[config.mk]
export PLATFORM = sky130hd
export DESIGN_NAME = mmu_reg_decoder
export DESIGN_NICKNAME = d
export VERILOG_FILES = /design/src/rtl/mmureg_pkg.sv /design/src/rtl/mmureg_ctrl.sv /design/src/rtl/mmureg_dp.sv /design/src/rtl/mmu_reg_decoder.sv
export SDC_FILE = /design/constraint.sdc
export NUM_CORES = 2
export LEC_CHECK = 0
export ABC_CLOCK_PERIOD_IN_PS = 4900
export BUFFER_PORTS_ARGS = -buffer_cell sky130_fd_sc_hd__buf_2
export CORE_UTILIZATION = 54
export DETAILED_ROUTE_END_ITERATION = 10
export PLACE_DENSITY_LB_ADDON = 0.08
export SYNTH_ARGS = -nofsm -noshare
export SYNTH_HDL_FRONTEND = slang
export SYNTH_SLANG_ARGS = --single-unit
export TNS_END_PERCENT = 20
[constraint.sdc]
create_clock -name clk -period 4.9 [get_ports clk]
set_clock_uncertainty 0.2 [all_clocks]
set_input_delay 1.225 -clock clk [delete_from_list [all_inputs] [get_ports clk]]
set_output_delay 1.225 -clock clk [all_outputs]
set_load 0.1 [all_outputs]
[src/rtl/mmureg_pkg.sv]
package mmureg_pkg;

  localparam int SCR_N = 8;
  localparam int QUE_N = 4;
  localparam int IDX_W = 3;

  typedef enum logic [3:0] {
    SP_CTX  = 4'd0,
    SP_DMMU = 4'd1,
    SP_IMMU = 4'd2,
    SP_SCR  = 4'd3,
    SP_QUE  = 4'd4,
    SP_ERR  = 4'd5,
    SP_IDIN = 4'd6,
    SP_IACC = 4'd7,
    SP_DDIN = 4'd8,
    SP_DACC = 4'd9
  } space_e;

  typedef enum logic [1:0] {
    FLT_NONE  = 2'd0,
    FLT_DATA  = 2'd1,
    FLT_PRIV  = 2'd2,
    FLT_UNDEF = 2'd3
  } fault_e;

  typedef enum logic [2:0] {
    RD_ZERO, RD_PRI, RD_SEC, RD_PART, RD_DTAG, RD_ITAG, RD_SCR, RD_QUE
  } rdsel_e;

  typedef struct packed {
    logic             wrPri;
    logic             wrSec;
    logic             wrPart;
    logic             wrDTag;
    logic             wrITag;
    logic             wrScr;
    logic             wrQue;
    logic             ins;
    logic             insInstr;
    logic             insAuto;
    rdsel_e           rdSel;
    logic [IDX_W-1:0] idx;
  } strobe_t;

endpackage

[src/rtl/mmureg_ctrl.sv]
module mmureg_ctrl
  import mmureg_pkg::*;
#(
  parameter int OFF_W = 11
) (
  input  logic             clk,
  input  logic             rstN,
  input  logic             reqValid,
  input  logic             reqWrite,
  input  logic [3:0]       reqSpace,
  input  logic [OFF_W-1:0] reqOffset,
  input  logic             privMode,
  input  logic             hyperMode,
  output strobe_t          strb,
  output logic             rspValid,
  output logic [1:0]       rspFault
);

  strobe_t rawStrb;
  fault_e  fault;

  always_comb begin
    rawStrb = '0;
    fault   = FLT_NONE;
    case (space_e'(reqSpace))
      SP_CTX: begin
        if (reqOffset == OFF_W'('h8)) begin
          rawStrb.wrPri = reqWrite;  rawStrb.rdSel = RD_PRI;
        end else if (reqOffset == OFF_W'('h10)) begin
          rawStrb.wrSec = reqWrite;  rawStrb.rdSel = RD_SEC;
        end else fault = FLT_UNDEF;
      end
      SP_DMMU: begin
        if (reqOffset == OFF_W'('h30)) begin
          rawStrb.wrDTag = reqWrite; rawStrb.rdSel = RD_DTAG;
        end else if (reqOffset == OFF_W'('h80)) begin
          rawStrb.wrPart = reqWrite; rawStrb.rdSel = RD_PART;
        end else fault = FLT_UNDEF;
      end
      SP_IMMU: begin
        if (reqOffset == OFF_W'('h30)) begin
          rawStrb.wrITag = reqWrite; rawStrb.rdSel = RD_ITAG;
        end else fault = FLT_UNDEF;
      end
      SP_SCR: begin
        if (reqOffset > OFF_W'('h38) ||
            (reqOffset >= OFF_W'('h20) && reqOffset < OFF_W'('h30) && !hyperMode))
          fault = FLT_DATA;
        else begin
          rawStrb.wrScr = reqWrite;
          rawStrb.rdSel = RD_SCR;
          rawStrb.idx   = reqOffset[5:3];
        end
      end
      SP_QUE: begin
        if (!privMode && !hyperMode) fault = FLT_PRIV;
        else if ((privMode && reqOffset[3:0] != 4'h0) ||
                 reqOffset > OFF_W'('h3F8) || reqOffset < OFF_W'('h3C0))
          fault = FLT_DATA;
        else begin
          rawStrb.wrQue = reqWrite;
          rawStrb.rdSel = RD_QUE;
          rawStrb.idx   = IDX_W'((reqOffset >> 4) - OFF_W'('h3C));
        end
      end
      SP_ERR: begin
        if (!hyperMode) fault = privMode ? FLT_DATA : FLT_PRIV;
        else rawStrb.rdSel = RD_ZERO;
      end
      SP_IDIN, SP_IACC, SP_DDIN, SP_DACC: begin
        if (!reqWrite) fault = FLT_UNDEF;
        else begin
          rawStrb.ins      = 1'b1;
          rawStrb.insInstr = (reqSpace == 4'(SP_IDIN)) || (reqSpace == 4'(SP_IACC));
          rawStrb.insAuto  = (reqSpace == 4'(SP_IDIN)) || (reqSpace == 4'(SP_DDIN));
        end
      end
      default: fault = FLT_UNDEF;
    endcase
  end

  // Faulting or idle cycles drive no strobe; a faulting read selects zero.
  assign strb = (reqValid && fault == FLT_NONE) ? rawStrb : '0;

  always_ff @(posedge clk) begin
    if (!rstN) begin
      rspValid <= 1'b0;
      rspFault <= 2'(FLT_NONE);
    end else begin
      rspValid <= reqValid;
      rspFault <= reqValid ? 2'(fault) : 2'(FLT_NONE);
    end
  end

  assert_one_cycle_rsp_R1: assert property (@(posedge clk) disable iff (!rstN)
    reqValid |=> rspValid);

  assert_undef_space_R4: assert property (@(posedge clk) disable iff (!rstN)
    (reqValid && reqSpace > 4'd9) |=> rspFault == 2'(FLT_UNDEF));

  assert_user_queue_R6: assert property (@(posedge clk) disable iff (!rstN)
    (reqValid && reqSpace == 4'(SP_QUE) && !privMode && !hyperMode)
      |=> rspFault == 2'(FLT_PRIV));

  assert_err_needs_hyper_R7: assert property (@(posedge clk) disable iff (!rstN)
    (reqValid && reqSpace == 4'(SP_ERR) && !hyperMode)
      |=> (rspFault == 2'(FLT_DATA) || rspFault == 2'(FLT_PRIV)));

endmodule

[src/rtl/mmureg_dp.sv]
module mmureg_dp
  import mmureg_pkg::*;
#(
  parameter int DATA_W = 64,
  parameter int CTX_W  = 13,
  parameter int PART_W = 8,
  parameter int OFF_W  = 11
) (
  input  logic                      clk,
  input  logic                      rstN,
  input  strobe_t                   strb,
  input  logic [OFF_W-1:0]          reqOffset,
  input  logic [DATA_W-1:0]         reqData,
  output logic [DATA_W-1:0]         rspData,
  output logic                      insValid,
  output logic                      insInstr,
  output logic                      insAuto,
  output logic [5:0]                insEntry,
  output logic                      insReal,
  output logic                      insFormat,
  output logic [DATA_W-CTX_W-1:0]   insVpn,
  output logic [CTX_W-1:0]          insCtx,
  output logic [PART_W-1:0]         insPart,
  output logic [DATA_W-1:0]         insPte
);

  localparam logic [DATA_W-1:0] QUE_MASK = {{(DATA_W-14){1'b0}}, 8'hFF, 6'b0};

  logic [CTX_W-1:0]  priCtx, secCtx;
  logic [PART_W-1:0] partId;
  logic [DATA_W-1:0] dTag, iTag;
  logic [DATA_W-1:0] scrRd [SCR_N];
  logic [DATA_W-1:0] queRd [QUE_N];
  logic [DATA_W-1:0] rdMux, insTag;
  logic              unusedLow;

  assign unusedLow = ^reqOffset[2:0];

  always_ff @(posedge clk) begin
    if (!rstN) begin
      priCtx <= '0; secCtx <= '0; partId <= '0; dTag <= '0; iTag <= '0;
    end else begin
      if (strb.wrPri)  priCtx <= reqData[CTX_W-1:0];
      if (strb.wrSec)  secCtx <= reqData[CTX_W-1:0];
      if (strb.wrPart) partId <= reqData[PART_W-1:0];
      if (strb.wrDTag) dTag   <= reqData;
      if (strb.wrITag) iTag   <= reqData;
    end
  end

  for (genvar g = 0; g < SCR_N; g++) begin : gScr
    logic [DATA_W-1:0] scrQ;
    always_ff @(posedge clk) begin
      if (!rstN) scrQ <= '0;
      else if (strb.wrScr && strb.idx == IDX_W'(g)) scrQ <= reqData;
    end
    assign scrRd[g] = scrQ;
  end

  for (genvar g = 0; g < QUE_N; g++) begin : gQue
    logic [DATA_W-1:0] queQ;
    always_ff @(posedge clk) begin
      if (!rstN) queQ <= '0;
      else if (strb.wrQue && strb.idx == IDX_W'(g)) queQ <= reqData & QUE_MASK;
    end
    assign queRd[g] = queQ;
  end

  always_comb begin
    case (strb.rdSel)
      RD_PRI:  rdMux = DATA_W'(priCtx);
      RD_SEC:  rdMux = DATA_W'(secCtx);
      RD_PART: rdMux = DATA_W'(partId);
      RD_DTAG: rdMux = dTag;
      RD_ITAG: rdMux = iTag;
      RD_SCR:  rdMux = scrRd[strb.idx];
      RD_QUE:  rdMux = queRd[strb.idx[1:0]];
      default: rdMux = '0;
    endcase
  end

  assign insTag = strb.insInstr ? iTag : dTag;

  always_ff @(posedge clk) begin
    if (!rstN) begin
      rspData <= '0; insValid <= 1'b0; insInstr <= 1'b0; insAuto <= 1'b0;
      insEntry <= '0; insReal <= 1'b0; insFormat <= 1'b0; insVpn <= '0;
      insCtx <= '0; insPart <= '0; insPte <= '0;
    end else begin
      rspData  <= rdMux;
      insValid <= strb.ins;
      if (strb.ins) begin
        insInstr  <= strb.insInstr;
        insAuto   <= strb.insAuto;
        insEntry  <= strb.insAuto ? 6'd0 : reqOffset[8:3];
        insReal   <= reqOffset[9];
        insFormat <= reqOffset[10];
        insVpn    <= insTag[DATA_W-1:CTX_W];
        insCtx    <= insTag[CTX_W-1:0];
        insPart   <= partId;
        insPte    <= reqData;
      end
    end
  end

  assert_ctx_low_bits_R2: assert property (@(posedge clk) disable iff (!rstN)
    $past(strb.wrPri) |-> priCtx == $past(reqData[CTX_W-1:0]));

  assert_ins_dtag_ctx_R11: assert property (@(posedge clk) disable iff (!rstN)
    (insValid && !insInstr) |-> insCtx == $past(dTag[CTX_W-1:0]));

  assert_ins_auto_entry_R10: assert property (@(posedge clk) disable iff (!rstN)
    (insValid && insAuto) |-> insEntry == 6'd0);

endmodule

[src/rtl/mmu_reg_decoder.sv]
module mmu_reg_decoder
  import mmureg_pkg::*;
#(
  parameter int DATA_W = 64,
  parameter int CTX_W  = 13,
  parameter int PART_W = 8,
  parameter int OFF_W  = 11
) (
  input  logic                    clk,
  input  logic                    rstN,
  input  logic                    reqValid,
  input  logic                    reqWrite,
  input  logic [3:0]              reqSpace,
  input  logic [OFF_W-1:0]        reqOffset,
  input  logic [DATA_W-1:0]       reqData,
  input  logic                    privMode,
  input  logic                    hyperMode,
  output logic                    rspValid,
  output logic [1:0]              rspFault,
  output logic [DATA_W-1:0]       rspData,
  output logic                    insValid,
  output logic                    insInstr,
  output logic                    insAuto,
  output logic [5:0]              insEntry,
  output logic                    insReal,
  output logic                    insFormat,
  output logic [DATA_W-CTX_W-1:0] insVpn,
  output logic [CTX_W-1:0]        insCtx,
  output logic [PART_W-1:0]       insPart,
  output logic [DATA_W-1:0]       insPte
);

  strobe_t strb;

  mmureg_ctrl #(.OFF_W(OFF_W)) uCtrl (
    .clk(clk), .rstN(rstN), .reqValid(reqValid), .reqWrite(reqWrite),
    .reqSpace(reqSpace), .reqOffset(reqOffset), .privMode(privMode),
    .hyperMode(hyperMode), .strb(strb), .rspValid(rspValid), .rspFault(rspFault)
  );

  mmureg_dp #(.DATA_W(DATA_W), .CTX_W(CTX_W), .PART_W(PART_W), .OFF_W(OFF_W)) uDp (
    .clk(clk), .rstN(rstN), .strb(strb), .reqOffset(reqOffset), .reqData(reqData),
    .rspData(rspData), .insValid(insValid), .insInstr(insInstr), .insAuto(insAuto),
    .insEntry(insEntry), .insReal(insReal), .insFormat(insFormat), .insVpn(insVpn),
    .insCtx(insCtx), .insPart(insPart), .insPte(insPte)
  );

  assert_fault_zero_data_R8: assert property (@(posedge clk) disable iff (!rstN)
    (rspValid && rspFault != 2'(FLT_NONE)) |-> rspData == '0);

  assert_ins_with_rsp_R9: assert property (@(posedge clk) disable iff (!rstN)
    insValid |-> (rspValid && rspFault == 2'(FLT_NONE)));

endmodule

==> summary.txt <==
Synth Instances = 4714
Net Sw Power = 0.00357 W
Seq cells post-synth = 920
clock net sink count = 920
r2r setup slk = 3.21 ns
yosys synthesis warning count = 0
clock group share of total power = 48.4%
RSZ-0062 raised after global routing = no
# Post-CTS Setup Buffers = 0
dominant cells by area after synthesis = dfxtp_1 (50%), nand2_1 (16%), a21oi_1 (11%), o221ai_1 (4.3%), clkbuf_1 (3.8%)
Max FO, Critical Path = 34
Sequential Power Share = 48.1%
dpl hpwl = 75700 um
max-cap viol count = 0
largest area contributor in the netlist = dfxtp_1
pin count of the biggest net entering global routing = 185
post-route setup slack = 0.744 ns
DRC = 0
initial antenna violation count = 6
Tmin final = 4.16 ns
Worst Hold Class = flop to flop
Post-synth EDFFs = 0
DRT Wirelength = 126000 um
CP Launch Type = primary input
Syn Area/Cell = 7.83 um2
Setup TNS Final = 0 ns
top post-synthesis cells by count = nand2_1 (1525), dfxtp_1 (920), a21oi_1 (807)
CP Data Required Time = 5.20 ns
Port Buf Inserts = 298
power density over the cells = 365 nW/um2
gpl congestion = 0.916
proportion of netlist area held by the largest area contributor = 49.9%
H-tree Lvls = 3
count leader, synth = nand2_1
final worst-path cycle share = 84.8%
full die area = 69400 um2
grt ovf = 0
TritonRoute pass-1 iters = 8
P&R area growth vs syn = 15.4%
CTS Root Cell = clkbuf_16
Routed Antenna Nets = 0
Critical Path Start = reqOffset[9]
achievable clock frequency = 241 MHz
P_int = 0.0120 W
Clock transition at path regs = 0.06 ns
reg2reg start = uDp.iTag[2]$_SDFFE_PN0P_
Clock Path Buffers = 3
core footprint = 67400 um2
switch share = 22.9%
DRT iter0 DRCs = 4373
FP Rows = 95
worst-margin pin slew = 1.05 ns
critical path class = primary input to flop
Slew HR = 30.2%
vias per cell = 6.11
Final Max Tran Viols = 0
Ports = 299
via count = 35000
Post-Syn Nets = 4799
pre-CTS setup slack = 0.140 ns
Die Wd = 264 um
Final Hold Fails = 0
# setup viols final = 0
synth unique cells = 73
status = finished, final reports clean
Peak VDD IR = 0.244 mV
register area share after synthesis = 49.9%
Die H = 264 um
ys async rst share = 0%
Nets = 4866
CTS tree = yes
routed length per instance = 22.0 um
Global Route Usage Sum = 35.0%
Skew-Pair Late Insertion Delay = 0.66 ns
fill count = 5891
synthesized cell area = 36900 um2
Initial Util = 54.8%
Hold Crit Start = uDp.insPte[19]$_SDFFE_PN0P_
vias in the first global route = 31800
Setup crit end kind = flop
fraction of layout cells with a size suffix above 1 = 14.2%
Primary FF master, synth = dfxtp_1
P_leak = 14.9 nW
crit path DAT = 4.46 ns
cts repair resizes = 0
first-pass GRT wire length = 191000 um
CTS hold repair buffers = 0
Num CTS Buffers = 93
Comb pwr share = 3.5%
[critical path: stages]
cell	delay (ns)
buf_2	0.12
or4_1	0.72
nor4_2	0.39
a211oi_1	0.15
nor4_4	0.30
buf_4	0.22
nand4_4	0.24
or3_2	0.54
buf_4	0.32
nand2_1	0.15
a21oi_1	0.07
[power by group through the flow]
stage	clock [W]	sequential [W]	combinational, W
2_1_floorplan	0	0.00771	0.000281
3_3_place_gp	0	0.00766	0.000526
3_5_place_dp	0	0.00766	0.000524
4_1_cts	0.00758	0.00749	0.000525
5_1_grt	0.00791	0.00748	0.000561
6_report	0.00753	0.00749	0.000538
[state kept, by name (all words and copies together) (netlist names)]
register	count
uDp.secCtx	13
uDp.insReal	1
uDp.insFormat	1
uDp.gScr.scrQ	512
uDp.insPart	8
uDp.rspData	64
uDp.insAuto	1
uDp.partId	8
uCtrl.rspValid	1
uDp.gQue.queQ	32
uDp.insPte	64
uDp.insVpn	51
uCtrl.rspFault	2
uDp.priCtx	13
uDp.insValid	1
uDp.iTag	64
uDp.insEntry	6
uDp.insCtx	13
uDp.dTag	64
uDp.insInstr	1
[path summary, 6_finish.rpt]
| path | endpoint | cells after the start |
|---|---|---|
| worst min register to register | uDp.insPte[19]$_SDFFE_PN0P_ | 2 |
| worst max-delay path | uDp.gScr[2].scrQ[45]$_SDFFE_PN0P_ | 11 |
| worst min-delay path | uDp.insPte[19]$_SDFFE_PN0P_ | 2 |
| worst max register to register | uDp.rspData[2]$_SDFF_PN0_ | 5 |
[stage by stage]
step                      util, %  cells  cell area (um2)  hold slack [ns]  total power [W]
after floorplan                 -   4714            36900            0.227          0.00799
after global placement       58.4   5559            39400            0.236          0.00818
after detailed placement     58.4   5559            39400            0.243          0.00818
after CTS                    63.2   5730            42600            0.250           0.0156
after global routing         63.3   5733            42600            0.261           0.0160
final                        63.3   5733            42600            0.249           0.0156
[placed cells by master, fill, tap and decap left out, types with 7 or more instances in the layout]
cell type,synthesis,routed
buf_2,55,297
mux2i_1,65,65
clkbuf_16,0,93
a31o_2,20,20
o21ai_0,68,68
dfxtp_1,920,920
nand4_1,8,8
buf_4,0,104
o21ai_1,57,57
o2bb2ai_1,7,7
mux2_2,10,10
nor2_1,98,95
clkbuf_1,372,12
a221oi_1,13,13
a21oi_1,807,806
clkbuf_8,0,20
nand3_1,131,127
o22a_1,11,10
buf_12,0,43
a31oi_1,31,31
bufinv_16,0,11
or3_1,54,50
or4_1,9,7
clkinv_2,0,14
clkinv_4,0,7
o22ai_1,107,107
nand2_1,1525,1523
o221ai_1,183,183
nor3_1,13,13
[cell type report]
cell class / count / area, um2 / area share [%]
timing repair buffer: 445 / 3140 / 7.36
inverter: 5 / 26.3 / 0.0616
clock buffer: 125 / 2650 / 6.21
sequential: 920 / 18400 / 43.2
clock inverter: 46 / 617 / 1.45
antenna: 3 / 7.51 / 0.0176
multi-input combinational: 3316 / 16700 / 39.1
tap: 873 / 1090 / 2.56
[kinds of logic (layout without fill, tap and decap cells)]
family | after synthesis | after routing | share of synthesized area, %
xor+xnor | 2 | 2 | 0.0474
buf+inv | 478 | 621 | 5.41
compound gates | 1341 | 1341 | 21.4
other cells | 0 | 3 | 0
flops | 920 | 920 | 49.9
simple gates | 1898 | 1898 | 21.2
mux | 75 | 75 | 2.07
[layer usage]
| metal | GRT usage [%] | part of all wire, % |
|---|---|---|
| met2 | 52.8 | 44 |
| met1 | 50.4 | 43 |
| met5 | 0 | 0.010 |
| met3 | 6.71 | 10 |
| met4 | 10.5 | 2.3 |
(Power assumes the default switching activity.)
